<file path="config.mk">
export PLATFORM = sky130hd
export DESIGN_NAME = seg_agu
export DESIGN_NICKNAME = d
export VERILOG_FILES = /design/src/rtl/seg_agu_pkg.sv /design/src/rtl/seg_agu_select.sv /design/src/rtl/seg_agu_combine.sv /design/src/rtl/seg_agu_stage.sv /design/src/rtl/seg_agu.sv
export SDC_FILE = /design/constraint.sdc
export NUM_CORES = 1
export LEC_CHECK = 0
export ABC_AREA = 1
export BUFFER_PORTS_ARGS = -buffer_cell sky130_fd_sc_hd__buf_2
export CAP_MARGIN = 20
export CORE_MARGIN = 2
export CORE_UTILIZATION = 44
export DETAILED_ROUTE_END_ITERATION = 16
export HOLD_SLACK_MARGIN = 0.1
export PLACE_DENSITY = 0.81
export SYNTH_ARGS = -nofsm -noshare
export SYNTH_HDL_FRONTEND = slang
export SYNTH_SLANG_ARGS = --single-unit
</file>
<file path="constraint.sdc">
create_clock -name clk -period 0.85 [get_ports clk]
set_input_delay 0.17 -clock clk [delete_from_list [all_inputs] [get_ports clk]]
set_output_delay 0.17 -clock clk [all_outputs]
set_load 0.02 [all_outputs]
</file>
<file path="src/rtl/seg_agu_pkg.sv">
package seg_agu_pkg;

  // Access class encoding decoded by the segment selector
  typedef enum logic [1:0] {
    ACC_DATA  = 2'b00,
    ACC_CODE  = 2'b01,
    ACC_STACK = 2'b10,
    ACC_EXTRA = 2'b11
  } acc_class_e;

  localparam int DEF_SEG_W = 16;
  localparam int DEF_OFF_W = 16;
  localparam int DEF_SHIFT = 4;

endpackage

</file>
<file path="src/rtl/seg_agu_select.sv">
module seg_agu_select
  import seg_agu_pkg::*;
#(
  parameter int SEG_W = DEF_SEG_W
) (
  input  acc_class_e       acc_class_i,
  input  logic             far_i,
  input  logic [SEG_W-1:0] far_seg_i,
  input  logic [SEG_W-1:0] ds_base_i,
  input  logic [SEG_W-1:0] cs_base_i,
  input  logic [SEG_W-1:0] ss_base_i,
  input  logic [SEG_W-1:0] es_base_i,
  output logic [SEG_W-1:0] seg_o
);

  logic [SEG_W-1:0] near_seg;

  // Implicit base chosen by the access class
  always_comb begin
    unique case (acc_class_i)
      ACC_DATA:  near_seg = ds_base_i;
      ACC_CODE:  near_seg = cs_base_i;
      ACC_STACK: near_seg = ss_base_i;
      default:   near_seg = es_base_i;
    endcase
  end

  // An explicit segment wins over the implicit one
  assign seg_o = far_i ? far_seg_i : near_seg;

endmodule

</file>
<file path="src/rtl/seg_agu_combine.sv">
module seg_agu_combine #(
  parameter int SEG_W  = 16,
  parameter int OFF_W  = 16,
  parameter int SHIFT  = 4,
  parameter int ADDR_W = SEG_W + SHIFT
) (
  input  logic [SEG_W-1:0]  seg_i,
  input  logic [OFF_W-1:0]  off_i,
  output logic [ADDR_W-1:0] phys_o,
  output logic              carry_o
);

  localparam int SUM_W = ADDR_W + 1;

  // Scale the segment into the address space (paragraph granularity)
  function automatic logic [SUM_W-1:0] scaled_seg(input logic [SEG_W-1:0] s);
    logic [SUM_W-1:0] w;
    w = '0;
    w[SHIFT +: SEG_W] = s;
    return w;
  endfunction

  // Zero-extend the offset to the sum width
  function automatic logic [SUM_W-1:0] wide_off(input logic [OFF_W-1:0] o);
    logic [SUM_W-1:0] w;
    w = '0;
    w[OFF_W-1:0] = o;
    return w;
  endfunction

  logic [SUM_W-1:0] full_sum;

  assign full_sum = scaled_seg(seg_i) + wide_off(off_i);
  // The carry out of the top address bit is dropped (wrap)
  assign phys_o   = full_sum[ADDR_W-1:0];
  assign carry_o  = full_sum[ADDR_W];

endmodule

</file>
<file path="src/rtl/seg_agu_stage.sv">
module seg_agu_stage #(
  parameter int ADDR_W = 20
) (
  input  logic              clk,
  input  logic              rst_n,
  input  logic              req_i,
  input  logic [ADDR_W-1:0] phys_i,
  output logic              valid_o,
  output logic [ADDR_W-1:0] addr_o
);

  always_ff @(posedge clk or negedge rst_n) begin
    if (!rst_n) begin
      valid_o <= 1'b0;
      addr_o  <= '0;
    end else begin
      valid_o <= req_i;
      if (req_i) addr_o <= phys_i;
    end
  end

  p_valid_follows_r2: assert property (@(posedge clk) disable iff (!rst_n)
    valid_o == $past(req_i));

  p_idle_hold_r9: assert property (@(posedge clk) disable iff (!rst_n)
    !req_i |=> $stable(addr_o));

endmodule

</file>
<file path="src/rtl/seg_agu.sv">
module seg_agu
  import seg_agu_pkg::*;
#(
  parameter int SEG_W = DEF_SEG_W,
  parameter int OFF_W = DEF_OFF_W,
  parameter int SHIFT = DEF_SHIFT
) (
  input  logic                   clk,
  input  logic                   rst_n,
  input  logic                   req_i,
  input  logic [1:0]             acc_class_i,
  input  logic                   far_i,
  input  logic [SEG_W-1:0]       far_seg_i,
  input  logic [SEG_W-1:0]       ds_base_i,
  input  logic [SEG_W-1:0]       cs_base_i,
  input  logic [SEG_W-1:0]       ss_base_i,
  input  logic [SEG_W-1:0]       es_base_i,
  input  logic [OFF_W-1:0]       offset_i,
  output logic                   valid_o,
  output logic [SEG_W+SHIFT-1:0] addr_o
);

  localparam int ADDR_W = SEG_W + SHIFT;

  // Named internal events for the checks below
  logic [SEG_W-1:0]  sel_seg;
  logic [ADDR_W-1:0] phys_addr;
  logic              addr_carry;
  acc_class_e        acc_class;

  assign acc_class = acc_class_e'(acc_class_i);

  seg_agu_select #(.SEG_W(SEG_W)) u_select (
    .acc_class_i (acc_class),
    .far_i       (far_i),
    .far_seg_i   (far_seg_i),
    .ds_base_i   (ds_base_i),
    .cs_base_i   (cs_base_i),
    .ss_base_i   (ss_base_i),
    .es_base_i   (es_base_i),
    .seg_o       (sel_seg)
  );

  seg_agu_combine #(
    .SEG_W (SEG_W),
    .OFF_W (OFF_W),
    .SHIFT (SHIFT),
    .ADDR_W(ADDR_W)
  ) u_combine (
    .seg_i   (sel_seg),
    .off_i   (offset_i),
    .phys_o  (phys_addr),
    .carry_o (addr_carry)
  );

  seg_agu_stage #(.ADDR_W(ADDR_W)) u_stage (
    .clk     (clk),
    .rst_n   (rst_n),
    .req_i   (req_i),
    .phys_i  (phys_addr),
    .valid_o (valid_o),
    .addr_o  (addr_o)
  );

  // Reference sum written as multiply-and-add, independent of the combiner
  function automatic logic [ADDR_W-1:0] ref_addr(input logic [SEG_W-1:0] s,
                                                 input logic [OFF_W-1:0] o);
    logic [ADDR_W:0] t;
    t = ({{(SHIFT+1){1'b0}}, s} * (ADDR_W+1)'(2**SHIFT))
        + {{(ADDR_W+1-OFF_W){1'b0}}, o};
    return t[ADDR_W-1:0];
  endfunction

  p_far_seg_r8: assert property (@(posedge clk) disable iff (!rst_n)
    (req_i && far_i) |=> addr_o == ref_addr($past(far_seg_i), $past(offset_i)));

  p_near_data_r4: assert property (@(posedge clk) disable iff (!rst_n)
    (req_i && !far_i && acc_class_i == 2'b00)
      |=> addr_o == ref_addr($past(ds_base_i), $past(offset_i)));

  p_near_code_r5: assert property (@(posedge clk) disable iff (!rst_n)
    (req_i && !far_i && acc_class_i == 2'b01)
      |=> addr_o == ref_addr($past(cs_base_i), $past(offset_i)));

  p_near_stack_r6: assert property (@(posedge clk) disable iff (!rst_n)
    (req_i && !far_i && acc_class_i == 2'b10)
      |=> addr_o == ref_addr($past(ss_base_i), $past(offset_i)));

  p_near_extra_r7: assert property (@(posedge clk) disable iff (!rst_n)
    (req_i && !far_i && acc_class_i == 2'b11)
      |=> addr_o == ref_addr($past(es_base_i), $past(offset_i)));

  // A carry out means the wrapped address sits below the scaled segment
  p_wrap_r3: assert property (@(posedge clk) disable iff (!rst_n)
    (req_i && addr_carry) |=> addr_o < ref_addr($past(sel_seg), '0));

endmodule

</file>
==> flow_summary.ini <==
[run_status]
status = finished with violations
violations = setup timing

[global_routing]
grt_overflow_total = 0
grt_pass1_vias = 3000
track_usage_pct = 31.8
grt_max_degree = 24
grt_pass1_wl_um = 13200
antenna_found_initial = 0

[sta]
fin_crit_sh_pct = 262
hold_violations = 0
maxSlewHeadroom_pct = 66.0
period_needed_ps = 2230
fin_ws_ps = -1380
worst_pin_slew_ps = 509
slew_violations = 0
fmax_mhz = 449
rsz0062_at_grt = true
setup_viol = 37
whs_ps = 136
fin_skew_ps = 0

[worst_setup_path]
crit_required_ps = 990
slowest_stage = fa_2
path_buf_inv = 2
slowest_delay_ps = 390
critPathKind = input pin to flip-flop
crit_family = simple AND/OR/NAND/NOR gates
path_cells = buf_16 > inv_8 > nor2_4 > nand2_1 > nand2_1 > a221oi_2 > a21oi_1 > ha_2 > fa_2 > nand3_2 > nand2_2 > nand3_2 > nand3_4 > or2_0 > nand3_1 > nand2_1
cp-start-kind = input pin
critical_path_arrival_ps = 2370
worstPathMaxFanout = 6
path_common_cell = nand2_1
crit_path_end_kind = flip-flop

[power]
powerDensity_mw_per_mm2 = 1370
power_w = 0.00563
p_leak_nw = 2.11
clkPwrFrac_pct = 12.7
seqPwrFrac_pct = 23.5
pwr-share-comb_pct = 63.8
switchingPower_w = 0.00234
vdd_drop_max_mv = 0.681
switching_share_pct = 41.6
p_int_w = 0.00328

[die]
pin_count = 123
die_h_um = 72.6
core_area_mm2 = 0.00444
start_util_pct = 46.6
rows = 24
fp.dieW_um = 72.6
die_area_mm2 = 0.00527

[finish]
nets = 633
area_delta_synth_final_pct = 98.2
nFillCells = 174
stdcell_area_mm2 = 0.00411
diodes = 0
instances_no_fill = 568
drive_gt1_share_pct = 61.2
fin_util_pct = 92.4

[placed_design]
placed_area_mm2 = 0.00319
dp.cells = 529
place_hpwl_um = 6060
io_buffers = 122
gp_congestion = 0.913

[routing]
first_iter_violations = 309
drt_wl_total_um = 10900
drc = 0
first_pass_iters = 7
ant_nets = 0
vias = 3378
via_per_inst = 5.95
wl_per_cell_um = 19.2

[synthesis]
ys_top_cells_by_count = 98 x nand2_1, 42 x nor2_1, 21 x dfrtp_1, 21 x inv_1, 21 x nand3_1
ys_ff_latch = 21
synth_area_leader_cell = dfrtp_1
synth.area.top_cells = dfrtp_1 25%, nand2_1 18%, ha_1 7.9%
syn_inst = 315
yosysMostFrequentCell = nand2_1
ys.flop_type = dfrtp_1
syn_avg_cell_area_um2 = 6.58
ys_warn_count = 0
async_flop_share_pct = 100
netlist.area_leader.share_pct = 25.4
ys_seq_area_share_pct = 25.4
synth_edf_count = 0
syn_nets = 431
ys_types = 36
synth_area_mm2 = 0.00207

[clock_tree]
cts_tree = yes
clkLatencyLatePin_ps = 270
cts.reportedPaths.clkPinSlew_ps = 90
htree_levels = 1
root_buffer = clkbuf_8
cts.sinks = 21
clockBufferDepth = 2
cts_buffers = 3

[min_path]
hold_path.class = input pin to flip-flop

[flow_run]
maxCapViolCount = 0
==> kinds of logic (layout without fill, tap and decap cells) <==
logic type,count (synthesis),in the layout,synth area share (%)
adder cells (fa/ha/maj),14,14,8.82
XOR/XNOR,4,4,1.69
AND/OR/NAND/NOR,186,188,40.2
buffers and inverters,35,234,7.19
flip-flops,21,21,25.4
AO/OA/AOI/OAI,55,55,16.8
==> area by class of cell <==
type	count	area [um2]	area share (%)
Clock inverter	1	5.00	0.122
Tap cell	52	65.1	1.58
Timing Repair Buffer	205	1470	35.8
Inverter	25	118	2.86
Clock buffer	3	41.3	1.01
Multi-Input combinational cell	261	1880	45.9
Sequential cell	21	526	12.8
==> tightest hold or removal path: cells and delay by family <==
family,cells,cell delay [ps]
buf+inv,1,70
simple gates,2,120
==> repair_timing <==
action,in CTS,in global routing
resized for setup,101,49
buffers inserted,16,17
hold buffers,1,0
gates cloned,2,0
setup endpoints to repair,37,37
hold endpoints to repair,21,0
pin swaps,37,44
==> power by group through the flow <==
stage | sequential [W] | combinational [W] | clock (W)
after global routing | 0.00133 | 0.00377 | 0.000720
after detailed placement | 0.00128 | 0.00228 | 0
after global placement | 0.00127 | 0.00224 | 0
after floorplan | 0.00150 | 0.00103 | 0
after CTS | 0.00129 | 0.00292 | 0.000650
final | 0.00132 | 0.00359 | 0.000715
==> state kept, by name (all words and copies together), names as in the netlist <==
register / cells
u_stage.addr_o: 20
u_stage.valid_o: 1
==> layer usage <==
metal | track usage [%] | vias to the layer above | part of all wire [%]
met3 | 4.97 | 92 | 9.6
met4 | 14.8 | 0 | 6.9
met5 | 0 | - | 0
met1 | 34.1 | 1520 | 34
met2 | 60.1 | 301 | 49
li1 | - | 1465 | -
==> through the flow <==
step,setup WS [ps],TNS (ps)
2_1_floorplan,-1370,-17560
3_3_place_gp,-1570,-22380
3_5_place_dp,-1630,-23080
4_1_cts,-1200,-18980
5_1_grt,-1480,-22070
6_report,-1380,-19990
==> worst paths after layout <==
check / from / slack, ps / cells past startpoint / end
hold / removal: offset_i[3] / 140 / 3 / u_stage.addr_o[3]
setup / recovery: acc_class_i[1] / -1380 / 16 / u_stage.addr_o[16]
max in group asynchronous: rst_n / 70 / 2 / u_stage.addr_o[16]
min in group asynchronous: rst_n / 440 / 2 / u_stage.addr_o[5]
hold reg to reg: u_stage.addr_o[1] / 520 / 2 / u_stage.addr_o[1]
setup reg to reg: u_stage.addr_o[12] / -100 / 4 / u_stage.addr_o[12]
==> cell usage in the layout, fill, tap and decap left out, types with 2 or more instances in the layout <==
cell type,n
a31oi_2,3
clkbuf_8,3
a221oi_2,11
nor2_4,7
buf_4,72
nand2_2,23
nand3_1,8
buf_12,4
buf_2,99
a21oi_4,2
nor2_1,31
nand2_4,3
o21ai_0,2
inv_1,19
buf_6,28
xor2_1,2
a31oi_1,7
o21ai_2,4
nand3_2,14
a21oi_1,4
nand3_4,2
nand2_1,83
ha_4,3
clkinv_2,2
ha_1,7
ha_2,3
dfrtp_1,21
a21oi_2,10
inv_8,2
nand4_1,4
o21ai_1,6
or2_1,2
nor2_2,7
(Power assumes the default switching activity.)
